### src/rtl/waw_guard.sv
module waw_guard #(
  parameter int NREG     = 32,
  parameter int LOAD_LAT = 4,
  parameter int ALU_LAT  = 2,
  localparam int RW    = $clog2(NREG),
  localparam int CW    = $clog2(LOAD_LAT + 1),
  localparam int NSLOT = LOAD_LAT - 1
) (
  input  logic          clk,
  input  logic          rst_n,
  input  logic          iss_valid,
  input  logic          iss_is_load,
  input  logic          iss_has_dest,
  input  logic [RW-1:0] iss_dest,
  input  logic          advance,
  output logic          stall
);

  logic [RW-1:0]    sl_dest [NSLOT];
  logic [CW-1:0]    sl_cnt  [NSLOT];
  logic [NSLOT-1:0] hit;

  wire          writes  = iss_valid && iss_has_dest && (iss_dest != '0);
  wire [CW-1:0] new_lat = iss_is_load ? CW'(LOAD_LAT) : CW'(ALU_LAT);
  wire          take    = advance && writes && !stall;

  always_comb
    for (int k = 0; k < NSLOT; k++)
      hit[k] = (sl_cnt[k] != '0) && (sl_dest[k] == iss_dest) && (sl_cnt[k] >= new_lat);

  assign stall = writes && (|hit);

  always_ff @(posedge clk or negedge rst_n) begin
    if (!rst_n) begin
      for (int k = 0; k < NSLOT; k++) begin
        sl_cnt[k]  <= '0;
        sl_dest[k] <= '0;
      end
    end else if (advance) begin
      sl_cnt[0]  <= take ? new_lat - CW'(1) : '0;
      sl_dest[0] <= iss_dest;
      for (int k = 1; k < NSLOT; k++) begin
        sl_cnt[k]  <= (sl_cnt[k-1] == '0) ? '0 : sl_cnt[k-1] - CW'(1);
        sl_dest[k] <= sl_dest[k-1];
      end
    end
  end

  a_r9_stall_needs_valid: assert property (@(posedge clk) disable iff (!rst_n)
    !iss_valid |-> !stall);

  a_r6_reg0_never_stalls: assert property (@(posedge clk) disable iff (!rst_n)
    (iss_dest == '0 || !iss_has_dest) |-> !stall);

  a_r5_load_never_stalls: assert property (@(posedge clk) disable iff (!rst_n)
    (iss_valid && iss_is_load) |-> !stall);

  a_r8_frozen_stall_held: assert property (@(posedge clk) disable iff (!rst_n)
    (stall && !advance) |=> (stall || !$stable(iss_dest) || !$stable(iss_is_load)
                             || !$stable(iss_valid) || !$stable(iss_has_dest)));

  for (genvar i = 0; i < NSLOT; i++) begin : g_ord_i
    for (genvar j = i + 1; j < NSLOT; j++) begin : g_ord_j
      a_r10_younger_writes_later: assert property (@(posedge clk) disable iff (!rst_n)
        (sl_cnt[i] != '0 && sl_cnt[j] != '0 && sl_dest[i] == sl_dest[j])
          |-> (sl_cnt[i] > sl_cnt[j]));
    end
  end

endmodule

### config.mk
export PLATFORM = sky130hd
export DESIGN_NAME = waw_guard
export DESIGN_NICKNAME = d
export VERILOG_FILES = /design/src/rtl/waw_guard.sv
export SDC_FILE = /design/constraint.sdc
export NUM_CORES = 1
export LEC_CHECK = 0
export CORE_MARGIN = 2
export CORE_UTILIZATION = 37
export DETAILED_ROUTE_END_ITERATION = 8
export PLACE_DENSITY = 0.53
export SLEW_MARGIN = 40
export SYNTH_ARGS = -nofsm -noshare
export SYNTH_HDL_FRONTEND = slang
export SYNTH_SLANG_ARGS = --single-unit
### constraint.sdc
create_clock -name clk -period 7.43 [get_ports clk]
set_input_delay 2.229 -clock clk [delete_from_list [all_inputs] [get_ports clk]]
set_output_delay 2.229 -clock clk [all_outputs]
set_load 0.1 [all_outputs]
# Word-level counts from Yosys, hierarchy flattened
# Cells that the tools add are included.
[word_totals]
reg_bits = 24
input_bits = 11
elab_cells = 38
[classes]
add_sub_neg = 3
order_cmp = 3
eq_ne = 3
n_mux = 4
reduce_logical = 19
[ops]
columns = ["op", "n"]
rows = [
  ["== test 5 bit", 3],
  ["2-to-1 mux 3 bit", 4],
  ["logical AND 1 bit", 11],
  ["greater-or-equal comparator 3 bit", 3],
  ["nonzero test 3 bit", 3],
  ["subtractor 3 x 1 -> 3 bit, second input constant", 3],
  ["logical NOT 3 bit", 2],
  ["nonzero test 5 bit", 1],
  ["OR reduction 3 bit", 1],
  ["logical NOT 1 bit", 1],
]

# Logic depth before layout (Yosys ltp)
[logic_depth]
ltp_word = 8
ltp_mapped = 7

# Least setup slack after synthesis
# No wires, ideal clock.
[synth_path]
path_type = "input -> output"
start = "input port iss_is_load"
end = "output port stall"
t_arrival_ps = 4519
setup_slack_ps = 682
stages = 7
path_buffers = 0
path_cell_list = "inv_1 > ha_1 > nor2b_1 > a311oi_1 > nor4_1 > a211oi_2 > nor2b_1"
[synth_between]
elab_chain_cells = 5
[synth_rtl]
columns = ["item", "line", "text"]
rows = [
  ["from (decl)", "12", "input logic iss_is_load,"],
  ["2-to-1 mux 3 bit *", "24", "wire [CW-1:0] new_lat = iss_is_load ? CW'(LOAD_LAT) : CW'(ALU_LAT);"],
  ["greater-or-equal comparator 3 bit", "29", "hit[k] = (sl_cnt[k] != '0) && (sl_dest[k] == iss_dest) && (sl_cnt[k] >= new_lat);"],
  ["logical AND 1 bit", "29", ""],
  ["OR reduction 3 bit *", "31", "assign stall = writes && (|hit);"],
  ["logical AND 1 bit *", "31", ""],
  ["to (decl)", "16", "output logic stall"],
]
# Every way passes the cells marked *; elsewhere a longest branch is shown, timed or not.

# Worst setup path in the final report
# Same ends and word-level chain as after synthesis.

==> out/qor.yml <==
rsz0062_at_grt: "no"
relSlewSlack_pct: 62.1
hp-class: "register to register"
synth_compound_area_share_pct: 7.37
fillers: 343
synth_fa_ha_area_share_pct: 8.07
drv_cap: 0
setup_viol: 0
worst-path-max-fanout: 6
fin_crit_ns: 6.50
coreArea_um2: 3280
synthMuxAreaShare_pct: 15.4
fmaxAchievable_mhz: 154
path_class: "input port to primary output"
die-area_um2: 3830
grt_pass1_vias: 827
synth-seq-cells: 23
start_kind: "input port"
synth_warnings: 0
cts_buffer_depth: 2
crit_required_ns: 5.20
final_antenna_net_count: 0
clock_latency_ns: 0.31
clk_pin_slew_worst_paths_ns: 0.12
post_cts_resized: 0
skew_ns: 0.00401
ctsHtreeMaxLevel: 1
grtUsageTotal_pct: 14.4
die_w_um: 61.9
rows: 21
worst_slack_ns: 0.934
end_kind: "primary output"
tightest_slew_ns: 0.568
drt_iter0_drc: 41
cts-root-buf: "clkbuf_4"
syn_nets: 125
dp_hpwl_mm: 1.65
detail_route.wl_per_cell_um: 13.6
seq_area_frac_synth_pct: 46.4
synth_cells: 106
fin_area_um2: 1410
die_h_um: 61.9
vias_per_cell: 4.85
holdWs_ns: 0.549
drc: 0
r2r_setup_slack_ns: 5.68
post-cts-setup-buffer-count: 0
p_leak_nw: 0.600
status: "finished, final reports clean"
syn_avg_cell_area_um2: 11.7
synth_top_family_by_area: "multiplexers"
cts_tree: "yes"
synth_cell_types: 26
grt-ovfl-total: 0
gp_congestion: 0.788
grt_max_degree: 29
hold_buffers: 0
crit_arrival_ns: 4.27
final_net_count: 138
area_growth_pct: 13.5
post-place-ws_ns: 0.974
wl_mm: 2.24
io_pins: 12
synth_xor_area_share_pct: 10.6
numCtsBuffers: 3
synth-simple-area-share_pct: 8.58
hold_viol: 0
netlist_area_um2: 1240
drtPass1Iterations: 4
via_count: 796
placed_area_um2: 1380
finalSetupTns_ns: 0
fin_crit_sh_pct: 87.4
antennaDiodeCount: 0
grt_pass1_wl_mm: 3.93
irDropWorstVdd_uv: 83.9
initial_core_util_pct: 37.8
drv_slew: 0
antenna_found_initial: 0
port_buffers: 11
drive_above_1_share_pct: 21.2
pwr_density_cell_nw_per_um2: 186
cts.sinks: 23
## registers in the layout, indices dropped and copies added (netlist names)
| register | flops |
|---|---|
| sl_dest | 15 |
| sl_cnt | 8 |
## stage by stage
step                power, mW  std cells  util, %
CTS                     0.265        164     42.9
detailed placement      0.208        160     42.1
finish                  0.261        164     42.9
global route            0.280        164     42.9
floorplan               0.189        106        -
global placement        0.207        160     42.4
## critical path, cell delays in order
cell and delay (ns):
clkdlybuf4s50_1 0.50, inv_1 0.13, ha_1 0.33, nor2b_1 0.14
a311oi_1 0.23, nor4_1 0.10, a211oi_2 0.29, nor2b_1 0.08
buf_4 0.24
## kinds of logic (layout without fill, tap and decap cells)
| family | after synthesis | after routing |
|---|---|---|
| mux | 17 | 17 |
| buf+inv | 11 | 23 |
| flops | 23 | 23 |
| simple gates | 20 | 20 |
| compound gates | 12 | 12 |
| fa+ha+maj | 8 | 8 |
| xor+xnor | 15 | 15 |
## final timing paths
path                               end        start  cells after the start
max                              stall  iss_is_load                      9
min                         sl_dest[4]   sl_dest[4]                      1
max reg2reg                  sl_cnt[7]    sl_cnt[5]                      6
min reg2reg                 sl_dest[4]   sl_dest[4]                      1
max in group asynchronous    sl_cnt[2]        rst_n                      1
min in group asynchronous  sl_dest[12]        rst_n                      1
## cell type report
cell class	count	area [µm²]	share of cell area, %
clock buffers	4	26.3	1.87
inverters	8	30.0	2.13
multi-input cells	72	621	44.1
flip-flops and latches	23	576	40.9
well taps	46	57.6	4.09
repair buffers	11	97.6	6.93
## report_power, final
group / internal (mW) / switching (mW) / total (mW)
logic: 0.0299 / 0.0223 / 0.0522
registers: 0.140 / 0.0119 / 0.152
clock network: 0.0209 / 0.0367 / 0.0577
## Yosys cell counts
library cell	instances	area share (%)
inv_1	8	2.4
a21oi_1	2	0.81
nor4_1	1	0.50
nor3b_1	1	0.61
nand4_1	3	1.5
buf_2	2	0.81
o221ai_1	1	0.71
o311a_1	1	0.81
or3_1	1	0.50
nand3b_1	1	0.61
a41o_1	1	0.81
nand3_1	1	0.40
o21ai_0	3	1.2
ha_1	8	8.1
a31o_2	1	0.71
dfrtp_1	23	46
clkbuf_1	1	0.30
mux2_2	17	15
nor3_1	2	0.81
xnor2_1	13	9.2
a21o_1	1	0.61
xor2_1	2	1.4
nor2_1	7	2.1
nor2b_1	3	1.5
a211oi_2	1	1.0
a311oi_1	1	0.71
## routing by layer
metal / wire (µm) / GRT usage, % / up-vias
met3: 43 / 1.86 / 2
met5: 0 / 0 / -
met1: 1070 / 19.7 / 398
li1: - / - / 390
met4: 19 / 6.38 / 0
met2: 1110 / 22.7 / 6
## cells in the final DEF, fill, tap and decap left out, types with 2 or more instances in the layout
master	synthesis	final
dfrtp_1	23	23
mux2_2	17	17
xnor2_1	13	13
inv_1	8	8
ha_1	8	8
clkdlybuf4s50_1	0	8
nor2_1	7	7
o21ai_0	3	3
nand4_1	3	3
nor2b_1	3	3
clkbuf_4	0	3
nor3_1	2	2
xor2_1	2	2
a21oi_1	2	2
buf_2	2	2
(Power assumes the default switching activity.)
